[src/rtl/rsqrt_pkg.sv]
// Shared constants, stage payload types and the elaboration-time seed
// computation for the reciprocal square root estimator.
// Assumes binary64 operands and a seed table of at most a few hundred entries.
package rsqrt_pkg;

    localparam int DW   = 64;   // operand width
    localparam int EW   = 11;   // exponent field width
    localparam int FW   = 52;   // fraction field width
    localparam int XW   = 32;   // scaled mantissa width, two integer bits
    localparam int XF   = 30;   // scaled mantissa fraction bits

    localparam logic [DW-1:0] NAN_DEFAULT = 64'hFFF8_0000_0000_0000;
    localparam logic [DW-1:0] INF_POS     = 64'h7FF0_0000_0000_0000;
    localparam logic [DW-1:0] INF_NEG     = 64'hFFF0_0000_0000_0000;

    // Fields that ride alongside the arithmetic from unpack to pack.
    typedef struct packed {
        logic          special;   // result fully decided by classification
        logic [DW-1:0] spec_val;  // that result
        logic          exact;     // power of four: mantissa result is 1.0
        logic [EW-1:0] exp_base;  // biased result exponent before normalisation
    } tag_t;

    // Stage one payload.
    typedef struct packed {
        tag_t          tag;
        logic          odd;       // unbiased exponent was odd
        logic [FW-1:0] frac;      // fraction with the leading one implied
    } unpk_t;

    // Integer square root, floor, by bit-wise trial.
    function automatic logic [63:0] isqrt64(input logic [63:0] v);
        logic [63:0] res;
        logic [63:0] cand;
        res = '0;
        for (int k = 31; k >= 0; k--) begin
            cand = res | (64'd1 << k);
            if (cand * cand <= v) res = cand;
        end
        return res;
    endfunction

    // Seed for table slot idx: 2^sf / sqrt(interval midpoint), where the
    // slot's top bit picks a mantissa scale of 2 and the low tb bits pick
    // the interval inside [1,2).
    function automatic logic [63:0] seed_value(input int idx, input int tb, input int sf);
        logic [63:0] q;
        logic [63:0] p;
        logic [63:0] num;
        q   = (64'd1 << (tb + 1)) + 64'(2 * (idx % (1 << tb)) + 1);
        p   = (((idx >> tb) & 1) != 0) ? 64'd2 : 64'd1;
        num = 64'd1 << (2 * sf + tb + 1);
        return isqrt64(num / (q * p));
    endfunction

endpackage

[src/rtl/rsqrt_unpack.sv]
// Stage one: classifies the operand, decides every bypass result,
// normalises subnormals, and derives the parity and halved exponent.
// Assumes one operand per cycle; output is registered.
module rsqrt_unpack
    import rsqrt_pkg::*;
(
    input  logic          clk,
    input  logic          rst_n,
    input  logic          in_valid,
    input  logic [DW-1:0] in_data,
    input  logic          flush_sub,
    output logic          a_valid,
    output unpk_t         a_q
);

    logic          sgn;
    logic [EW-1:0] ef;
    logic [FW-1:0] fr;
    logic          is_nan, is_inf, is_sub, is_zero;
    logic [5:0]    top;
    logic [FW:0]   shifted;
    logic signed [12:0] e_unb, e_even, half, base;
    unpk_t         nxt;

    // Field split and operand classification.
    always_comb begin
        sgn     = in_data[63];
        ef      = in_data[62:52];
        fr      = in_data[51:0];
        is_nan  = (ef == '1) && (fr != '0);
        is_inf  = (ef == '1) && (fr == '0);
        is_sub  = (ef == '0) && (fr != '0) && !flush_sub;
        is_zero = (ef == '0) && ((fr == '0) || flush_sub);
    end

    // Leading-one search and shift for subnormal operands.
    always_comb begin
        top = '0;
        for (int k = 0; k < FW; k++) begin
            if (fr[k]) top = 6'(k);
        end
        shifted = {1'b0, fr} << (6'(FW) - top);
    end

    // Exponent: unbias, force even, halve, negate and rebias.
    always_comb begin
        if (is_sub) e_unb = $signed({7'b0, top}) - 13'sd1074;
        else        e_unb = $signed({2'b0, ef}) - 13'sd1023;
        e_even = e_unb - $signed({12'b0, e_unb[0]});
        half   = e_even >>> 1;
        base   = 13'sd1023 - half;
    end

    // Payload assembly, bypass results in priority order.
    always_comb begin
        nxt              = '0;
        nxt.odd          = e_unb[0];
        nxt.frac         = is_sub ? shifted[FW-1:0] : fr;
        nxt.tag.exp_base = base[EW-1:0];
        nxt.tag.exact    = !e_unb[0] && (nxt.frac == '0);
        nxt.tag.special  = 1'b1;
        if (is_nan)       nxt.tag.spec_val = in_data | (64'd1 << 51);
        else if (is_zero) nxt.tag.spec_val = sgn ? INF_NEG : INF_POS;
        else if (sgn)     nxt.tag.spec_val = NAN_DEFAULT;
        else if (is_inf)  nxt.tag.spec_val = '0;
        else              nxt.tag.special  = 1'b0;
    end

    // Stage register.
    always_ff @(posedge clk) begin
        if (!rst_n) begin
            a_valid <= 1'b0;
            a_q     <= '0;
        end else begin
            a_valid <= in_valid;
            a_q     <= nxt;
        end
    end

    // a flushed subnormal leaves this stage as infinity of its own sign.
    a_r6_flush_to_inf: assert property (@(posedge clk) disable iff (!rst_n)
        (in_valid && flush_sub && in_data[62:52] == '0 && in_data[51:0] != '0)
        |=> (a_q.tag.special && a_q.tag.spec_val[62:0] == INF_POS[62:0]
             && a_q.tag.spec_val[63] == $past(in_data[63])));

endmodule

[src/rtl/rsqrt_seed_rom.sv]
// Seed table for the reciprocal square root, one entry per
// (exponent parity, top TB fraction bits); contents computed at elaboration.
// Assumes TB small enough that 2^(TB+1) entries stay a few hundred.
module rsqrt_seed_rom
    import rsqrt_pkg::*;
#(
    parameter int TB = 6,
    parameter int SF = 16
) (
    input  logic [TB:0] idx,
    output logic [SF:0] seed
);

    localparam int NENT = 1 << (TB + 1);

    logic [SF:0] tbl [NENT];

    for (genvar g = 0; g < NENT; g++) begin : g_ent
        localparam logic [63:0] V = seed_value(g, TB, SF);
        assign tbl[g] = V[SF:0];
    end

    assign seed = tbl[idx];

endmodule

[src/rtl/rsqrt_refine.sv]
// Stage two: seed lookup and the first half of the Newton-Raphson step,
// u = 3 - x*y0*y0, in fixed point with XF fraction bits.
// Assumes the scaled mantissa lies in [1,4) and the seed in (0.5,1].
module rsqrt_refine
    import rsqrt_pkg::*;
#(
    parameter int TB = 6,
    parameter int SF = 16
) (
    input  logic          clk,
    input  logic          rst_n,
    input  logic          a_valid,
    input  unpk_t         a_q,
    output logic          b_valid,
    output tag_t          b_tag,
    output logic [SF:0]   b_y0,
    output logic [XW-1:0] b_u
);

    localparam int SQW = 2 * SF + 2;
    localparam int PRW = XW + SQW;

    logic [TB:0]     idx;
    logic [SF:0]     y0;
    logic [FW:0]     m53;
    logic [XW-1:0]   xm;
    logic [SQW-1:0]  ysq;
    logic [PRW-1:0]  prod;
    logic [XW-1:0]   t;
    logic [XW-1:0]   u;

    assign idx = {a_q.odd, a_q.frac[FW-1 -: TB]};

    rsqrt_seed_rom #(.TB(TB), .SF(SF)) u_rom (
        .idx  (idx),
        .seed (y0)
    );

    // Scaled mantissa and the error term of the seed.
    always_comb begin
        m53  = {1'b1, a_q.frac};
        xm   = a_q.odd ? m53[FW -: XW] : {1'b0, m53[FW -: XW-1]};
        ysq  = {{(SF+1){1'b0}}, y0} * {{(SF+1){1'b0}}, y0};
        prod = {{SQW{1'b0}}, xm} * {{XW{1'b0}}, ysq};
        t    = prod[2*SF+XW-1 : 2*SF];
        u    = (XW'(3) << XF) - t;
    end

    // Stage register.
    always_ff @(posedge clk) begin
        if (!rst_n) begin
            b_valid <= 1'b0;
            b_tag   <= '0;
            b_y0    <= '0;
            b_u     <= '0;
        end else begin
            b_valid <= a_valid;
            b_tag   <= a_q.tag;
            b_y0    <= y0;
            b_u     <= u;
        end
    end

endmodule

[src/rtl/rsqrt_pack.sv]
// Stage three: finishes y1 = y0*u/2, normalises it and packs the
// binary64 result, or forwards a bypass or exact result.
// Assumes y1 lies in (0.25,1]; at most two normalising shifts.
module rsqrt_pack
    import rsqrt_pkg::*;
#(
    parameter int SF = 16
) (
    input  logic          clk,
    input  logic          rst_n,
    input  logic          b_valid,
    input  tag_t          b_tag,
    input  logic [SF:0]   b_y0,
    input  logic [XW-1:0] b_u,
    output logic          out_valid,
    output logic [DW-1:0] out_data
);

    localparam int PW  = SF + 1 + XW;
    localparam int ONE = SF + XF + 1;   // bit weight of 1.0 after the halving

    logic [PW-1:0]    y1;
    logic [1:0]       sh;
    logic [PW+FW-1:0] wide;
    logic [FW-1:0]    frac;
    logic [EW-1:0]    exp_n;
    logic [DW-1:0]    res;
    logic             out_special;

    // Final product and normalisation.
    always_comb begin
        y1 = {{XW{1'b0}}, b_y0} * {{(SF+1){1'b0}}, b_u};
        if (y1[ONE])        sh = 2'd0;
        else if (y1[ONE-1]) sh = 2'd1;
        else                sh = 2'd2;
        wide  = {y1, {FW{1'b0}}} << sh;
        frac  = wide[ONE+FW-1 -: FW];
        exp_n = b_tag.exp_base - EW'(sh);
    end

    // Result selection.
    always_comb begin
        if (b_tag.special)    res = b_tag.spec_val;
        else if (b_tag.exact) res = {1'b0, b_tag.exp_base, {FW{1'b0}}};
        else                  res = {1'b0, exp_n, frac};
    end

    // Output register.
    always_ff @(posedge clk) begin
        if (!rst_n) begin
            out_valid   <= 1'b0;
            out_data    <= '0;
            out_special <= 1'b0;
        end else begin
            out_valid   <= b_valid;
            out_data    <= res;
            out_special <= b_tag.special;
        end
    end

    // a computed result is positive, normal and finite.
    a_r1_normal_result: assert property (@(posedge clk) disable iff (!rst_n)
        (out_valid && !out_special)
        |-> (!out_data[63] && out_data[62:52] != '0 && out_data[62:52] != '1));

    // a power of four leaves with zero fraction and the halved exponent.
    a_r8_exact_power: assert property (@(posedge clk) disable iff (!rst_n)
        (b_valid && !b_tag.special && b_tag.exact)
        |=> (out_data[51:0] == '0 && out_data[62:52] == $past(b_tag.exp_base)));

endmodule

[src/rtl/rsqrt_estimator.sv]
// Top of the reciprocal square root estimator: three registered stages
// (unpack, refine, pack), one operand per cycle, latency three.
// Assumes a synchronous active-low reset that clears every stage.
module rsqrt_estimator
    import rsqrt_pkg::*;
#(
    parameter int TB = 6,
    parameter int SF = 16
) (
    input  logic          clk,
    input  logic          rst_n,
    input  logic          in_valid,
    input  logic [63:0]   in_data,
    input  logic          flush_sub,
    output logic          out_valid,
    output logic [63:0]   out_data
);

    logic          a_valid;
    unpk_t         a_q;
    logic          b_valid;
    tag_t          b_tag;
    logic [SF:0]   b_y0;
    logic [XW-1:0] b_u;

    rsqrt_unpack u_unpack (
        .clk       (clk),
        .rst_n     (rst_n),
        .in_valid  (in_valid),
        .in_data   (in_data),
        .flush_sub (flush_sub),
        .a_valid   (a_valid),
        .a_q       (a_q)
    );

    rsqrt_refine #(.TB(TB), .SF(SF)) u_refine (
        .clk     (clk),
        .rst_n   (rst_n),
        .a_valid (a_valid),
        .a_q     (a_q),
        .b_valid (b_valid),
        .b_tag   (b_tag),
        .b_y0    (b_y0),
        .b_u     (b_u)
    );

    rsqrt_pack #(.SF(SF)) u_pack (
        .clk       (clk),
        .rst_n     (rst_n),
        .b_valid   (b_valid),
        .b_tag     (b_tag),
        .b_y0      (b_y0),
        .b_u       (b_u),
        .out_valid (out_valid),
        .out_data  (out_data)
    );

    // Checker support: cycles since reset, saturating at the latency.
    logic [1:0] warm;
    always_ff @(posedge clk) begin
        if (!rst_n)            warm <= 2'd0;
        else if (warm != 2'd3) warm <= warm + 2'd1;
    end

    // Checker support: operand classes seen at the input.
    logic in_pzero, in_nzero, in_pinf, in_nan, in_negnum;
    always_comb begin
        in_pzero  = (in_data == 64'h0);
        in_nzero  = (in_data == 64'h8000_0000_0000_0000);
        in_pinf   = (in_data == INF_POS);
        in_nan    = (in_data[62:52] == '1) && (in_data[51:0] != '0);
        in_negnum = in_data[63] && (in_data[62:52] != '0) && !in_nan;
    end

    // results appear exactly three edges after their operand.
    a_r9_latency: assert property (@(posedge clk) disable iff (!rst_n)
        (warm == 2'd3) |-> (out_valid == $past(in_valid, 3)));

    // signed zeros map to infinities of the same sign.
    a_r2_zero_to_inf: assert property (@(posedge clk) disable iff (!rst_n)
        (warm == 2'd3 && $past(in_valid, 3) && ($past(in_pzero, 3) || $past(in_nzero, 3)))
        |-> (out_data == ($past(in_data[63], 3) ? INF_NEG : INF_POS)));

    // +infinity maps to +0.
    a_r3_inf_to_zero: assert property (@(posedge clk) disable iff (!rst_n)
        (warm == 2'd3 && $past(in_valid, 3) && $past(in_pinf, 3))
        |-> (out_data == 64'h0));

    // negative numbers give the default quiet NaN.
    a_r4_negative_nan: assert property (@(posedge clk) disable iff (!rst_n)
        (warm == 2'd3 && $past(in_valid, 3) && $past(in_negnum, 3))
        |-> (out_data == NAN_DEFAULT));

    // NaNs come back quieted, payload and sign kept.
    a_r5_nan_quiet: assert property (@(posedge clk) disable iff (!rst_n)
        (warm == 2'd3 && $past(in_valid, 3) && $past(in_nan, 3))
        |-> (out_data == ($past(in_data, 3) | (64'd1 << 51))));

endmodule

[config.mk]
export PLATFORM = sky130hd
export DESIGN_NAME = rsqrt_estimator
export DESIGN_NICKNAME = d
export VERILOG_FILES = /design/src/rtl/rsqrt_pkg.sv /design/src/rtl/rsqrt_unpack.sv /design/src/rtl/rsqrt_seed_rom.sv /design/src/rtl/rsqrt_refine.sv /design/src/rtl/rsqrt_pack.sv /design/src/rtl/rsqrt_estimator.sv
export SDC_FILE = /design/constraint.sdc
export NUM_CORES = 2
export LEC_CHECK = 0
export CAP_MARGIN = 20
export CORE_ASPECT_RATIO = 0.9
export CORE_MARGIN = 4
export CORE_UTILIZATION = 40
export CTS_CLUSTER_SIZE = 8
export DETAILED_ROUTE_END_ITERATION = 8
export GPL_ROUTABILITY_DRIVEN = 0
export HOLD_SLACK_MARGIN = 0.12
export SYNTH_ARGS = -nofsm -noshare
export SYNTH_HDL_FRONTEND = slang
export SYNTH_SLANG_ARGS = --single-unit
[constraint.sdc]
create_clock -name clk -period 35.7 [get_ports clk]
set_input_delay 5.355 -clock clk [delete_from_list [all_inputs] [get_ports clk]]
set_output_delay 5.355 -clock clk [all_outputs]
set_load 0.05 [all_outputs]
* Yosys cells after proc, flatten, opt, wreduce, memory -nomap -nowiden *
Memories as Yosys holds them, arrays and structs flattened.
Index checks and enable logic that the tools add are counted.

operators by class
  add/subtract/negate cells = 7
  $mul = 3
  magnitude comparators = 1
  eq/ne operators = 1
  shifts and indexed selects = 2
  multiplexer cells = 68
  bitwise gates (word level) = 1
  reductions and logical operators = 13

operators by type and width
  kind                    count
  $mux 64                 5
  $mux 6                  20
  $logic_not 52->1        2
  $shl 101x2->99          1
  $mux 5                  16
  $mul 32x34->64          1
  $mux 63                 1
  $mux 52                 1
  $reduce_bool 52->1      1
  $shl 52x6->52           1
  $mul 17x32->49          1
  $mul 17x17->34          1
  $mux 17                 2
  $mux 32                 1
  $mux 4                  8
  $sub 32x32->32 const A  1
  $mux 12                 1
  $mux 3                  4
  $sub 11x10->12 const B  1
  $sub 12x2->12           1
  $sub 6x11->12 const B   1
  $eq 11x11->1 const B    1
  $logic_not 11->1        1
  $sub 11x11->11 const A  1
  other kinds (9)         22

word-level totals
  bits in registers = 323
  memory bits (read-only) = 2,176
  input bits = 68
  logic and storage cells = 113
  memories kept = 1

memory list
  name             depth  bits a word  read ports  clocked after memory_dff  write ports  RTL line              text
  (no name shown)  128    17           1           0                         0            rsqrt_seed_rom.sv:23  assign seed = tbl[idx];

* Longest topological paths before layout *
  depth in word-level cells = 56
  gate-level depth with buffers = 75

* Modules after synthesis *
A second synthesis with hierarchy kept.

second synthesis, totals
  cells, all modules = 9,103
  area, all modules = 77,642.0 sq um

by module, submodules not included
  module          times used  cells each  area an instance (sq um)
  rsqrt_refine    1           5,114       45,516.2
  rsqrt_pack      1           2,431       20,571.0
  rsqrt_unpack    1           1,133       8,884.8
  rsqrt_seed_rom  1           425         2,670.1

* Worst setup path before layout *
Ideal clock, no wire load.

  path type = reg-to-reg
  start = register u_unpack.a_q[48] (netlist name)
  end = register u_refine.b_u[31]
  setup time = 128 ps
  arrival time = 16,499 ps
  required time = 35,572 ps
  path slack = 19,073 ps
  stages on the path, launching flop included = 67
  path buffers = 7
  cell sequence = dfxtp_1 > clkbuf_1 > inv_1 > clkbuf_1 > buf_1 > clkbuf_1 > ha_1 > nand2_1 > o21ai_0 > mux4_2 > nand2_1 > o21a_1 > clkbuf_1 > clkinv_1 > and2_1 > fa_1 > inv_1 > fa_1 > [... 31 more ...] > fa_1 > inv_1 > ha_1 > buf_2 > nand4_1 > a21oi_1 > nor3_1 > o211a_1 > nor4_1 > nor4b_1 > or3_1 > or4_4 > nor4b_4 > nand2_2 > o41a_1 > xnor2_1 > xnor2_1 > nor2_1

between the ends
  cells in the longest elaborated chain, start to end = 7
  elaborated cells on any way between the ends = 8
  classes of those cells = add/sub: 1; mul: 2; mux: 3; bitwise: 1; memory: 1

ends and longest elaborated chain
  item                                        RTL line              text
  $not 7->8 (implied by the code)             rsqrt_seed_rom.sv:23
  $mem_v2 128x17                              --
  $mux 17 (implied by the code) (2 in a row)  rsqrt_seed_rom.sv:23
  named net u_refine.u_rom.seed[1]            rsqrt_seed_rom.sv:11  output logic [SF:0] seed
  $mul 17x17->34                              rsqrt_refine.sv:43    ysq = {{(SF+1){1'b0}}, y0} * {{(SF+1){1'b0}}, y0};
  $mul 32x34->64                              rsqrt_refine.sv:44    prod = {{SQW{1'b0}}, xm} * {{XW{1'b0}}, ysq};
  $sub 32x32->32                              rsqrt_refine.sv:46    u = (XW'(3) << XF) - t;
  end signal: assignment                      rsqrt_refine.sv:60    b_u <= u;
  end: declaration                            rsqrt_refine.sv:17    output logic [XW-1:0] b_u

The timed path passes the listed nets, and every way through them passes these cells. The select of a mux whose other input is x is not followed.
A chain may end at the register's enable or synchronous reset.

* Worst setup path after layout *
  start = register u_unpack.a_q[46] (netlist name)
  end = register u_refine.b_u[20]

between the ends
  cells in the longest elaborated chain, start to end = 7
  elaborated cells on any way between the ends = 8
  classes of those cells = add/sub: 1; mul: 2; mux: 3; bitwise: 1; memory: 1

ends and longest elaborated chain
  item                                        RTL line
  $not 7->8 (implied by the code)             rsqrt_seed_rom.sv:23
  $mem_v2 128x17                              --
  $mux 17 (implied by the code) (2 in a row)  rsqrt_seed_rom.sv:23
  named net u_refine.u_rom.seed[1]            rsqrt_seed_rom.sv:11
  $mul 17x17->34                              rsqrt_refine.sv:43
  $mul 32x34->64                              rsqrt_refine.sv:44
  $sub 32x32->32                              rsqrt_refine.sv:46

The timed path passes the listed nets, and every way through them passes these cells. The select of a mux whose other input is x is not followed.

==> flow_summary.toml <==
[status]
outcome = "finished, final reports clean"

[clock_network]
cts-root-buf = "clkbuf_16"
cts_hold_buf = 0
cts_setup_buffers = 0
clk_pin_slew_ns = 0.07
clockBufferDepth = 3
h-tree-depth = 2
cts.sinks = 301
cts_resized = 0
cts_made_buffers = 44
cts_tree = "built"
clkLatencyLatePin_ns = 0.58

[yosys]
synthCells = 8632
syn-num-nets = 10800
synth_top_area_share_pct = 41.0
ys_seq_area_share_pct = 8.14
synth_area_per_cell_um2 = 8.57
synth-seq-cells = 301
synth-edff-count = 0
synth.largest_area_cell = "fa_1"
synth_top_cells_by_area = "fa_1 41%, ha_1 9.1%, inv_1 8.7%"
synthFlopType = "dfxtp_1"
synth_cell_types = 102
synthArstFlopShare_pct = 0
yosysWarnings = 0
synth_area_mm2 = 0.0740

[setup_path]
end_kind = "register"
max_stage_delay_ns = 0.56
crit_top_cell = "fa_1"
cp_max_fo = 27
critPathLaunchType = "register"
worst_ep_arrival_time_ns = 19.69
required_ns = 36.12
crit_type = "reg2reg"
cp_slowest_cell = "ha_1"

[finish]
fillers = 18100
area_growth_pct = 7.38
final-seq-area_mm2 = 0.00604
final_nets = 10600
final_common_cell = "inv_1"
multi_input_area_mm2 = 0.0602
layout_common_cells = "1708 x inv_1, 1515 x fa_1, 1203 x nand2_1"
drive_gt1_share_pct = 4.96

[die]
ioPinCount = 133
core_area_mm2 = 0.184
start_util_pct = 40.3
die_y_um = 416
fp.dieW_um = 461
rows = 149
die_area_mm2 = 0.192

[grt]
grt_max_degree = 95
grt_usage_pct = 25.8
antenna_found_initial = 4
overflow = 0
grt_pass1_wl_mm = 382
first_global_vias = 63400

[timing]
fin_setup_tns_ns = 0
setup_viol = 0
slew_viol_final = 0
maxSlewHeadroom_pct = 17.3
worst_pin_slew_ns = 1.22
post-route-min-period_ns = 19.27
rsz0062_at_grt = "false"
period_share_pct = 54.0
fin_skew_ns = 0.0428
fmax_mhz = 51.9
hold_viol = 0

[drt]
drtIter0Drc = 6355
vias_per_cell = 5.54
detail_route.first_pass.iterations = 7
drc = 0
routedWlPerCell_um = 22.6
drtAntennaViolNets = 0
vias = 60600
drt_wl_total_mm = 247

[min_path]
hp-class = "reg2reg"

[job]
max_cap_viol_count = 0

[placed_design]
numPortBuffers = 132
hpwlAfterDp_mm = 192
registers in the layout, summed over array words and instances (netlist names):
| name | count |
|---|---|
| u_unpack.a_q | 109 |
| u_refine.b_u | 32 |
| u_pack.out_data | 64 |
| u_pack.out_valid | 1 |
| u_refine.b_tag | 77 |
| u_refine.b_y0 | 16 |
| u_refine.b_valid | 1 |
| u_unpack.a_valid | 1 |
cells by family after synthesis:
logic type | after synthesis | synth area share (%)
and+or+nand+nor | 2848 | 17.4
buffers and inverters | 2178 | 11.2
adders and majority gates | 2055 | 50.1
AOI/OAI and AO/OA | 894 | 7.88
DFF | 301 | 8.14
muxes | 205 | 3.51
xor gates and xnor gates | 151 | 1.79
final timing paths:
kind                                startpoint                             to  slack (ns)  depth (start not counted)
hold reg to reg   u_unpack.a_q[126]$_SDFF_PN0_  u_refine.b_tag[73]$_SDFF_PN0_        0.41                          1
hold / removal    u_unpack.a_q[126]$_SDFF_PN0_  u_refine.b_tag[73]$_SDFF_PN0_        0.41                          1
setup / recovery   u_unpack.a_q[46]$_SDFF_PN0_    u_refine.b_u[20]$_SDFF_PN0_       16.43                         61
setup reg to reg   u_unpack.a_q[46]$_SDFF_PN0_    u_refine.b_u[20]$_SDFF_PN0_       16.43                         61
worst max-delay path, delay by kind of cell, from the launching register on:
family                   cells  cell delay [ns]
AO/OA/AOI/OAI               15             4.52
multiplexers                 1             0.50
flip-flops                   1             0.32
AND/OR/NAND/NOR             15             3.37
adder cells (fa/ha/maj)     17             7.89
XOR/XNOR                     2             0.31
buffers and inverters       11             2.18
cell usage after synthesis, types with 50 or more instances:
| library cell | n |
|---|---|
| nor2_1 | 769 |
| ha_1 | 540 |
| xnor2_1 | 97 |
| nor3_1 | 102 |
| a21o_1 | 54 |
| dfxtp_1 | 301 |
| clkbuf_1 | 387 |
| mux2i_1 | 121 |
| o21ai_0 | 179 |
| nand2_1 | 1205 |
| fa_1 | 1515 |
| a211oi_1 | 50 |
| nand2b_1 | 72 |
| and2_1 | 393 |
| a21oi_1 | 246 |
| nand3_1 | 73 |
| xor2_1 | 54 |
| inv_1 | 1709 |
per-stage QoR:
stage / setup slack, ns / util (%) / cell area [um^2] / hold WS (ns) / instances
after floorplan: 19.07 / - / 74000 / 0.401 / 8632
after global placement: 16.90 / 42.6 / 78200 / 0.414 / 10900
after detailed placement: 16.75 / 42.6 / 78200 / 0.418 / 10900
after CTS: 16.63 / 43.3 / 79400 / 0.407 / 10900
after global routing: 15.43 / 43.3 / 79400 / 0.422 / 10900
final: 16.43 / 43.3 / 79500 / 0.410 / 10900
metal layers:
metal  vias to the layer above  part of all wire, %  wire, um  global-route usage, %
li1                      26200                    -         -                      -
met1                     30500                   41    100000                   35.4
met2                      3275                   44    109000                   39.7
met3                       690                   11     26200                   5.75
met4                         2                  4.8     12000                   9.96
met5                         -               0.0053        13                      0
layout make-up:
class / instances / area share (%)
repair buffers: 293 / 3.18
inverters: 1722 / 8.14
well taps: 2416 / 3.80
clock inverters: 5 / 0.157
flip-flops and latches: 301 / 7.60
diodes: 3 / 0.00945
multi-input cells: 6153 / 75.7
clock buffers: 47 / 1.41
Power is not shown: default switching activity piles up to over one toggle a cycle in this logic, so the estimate is an artifact.
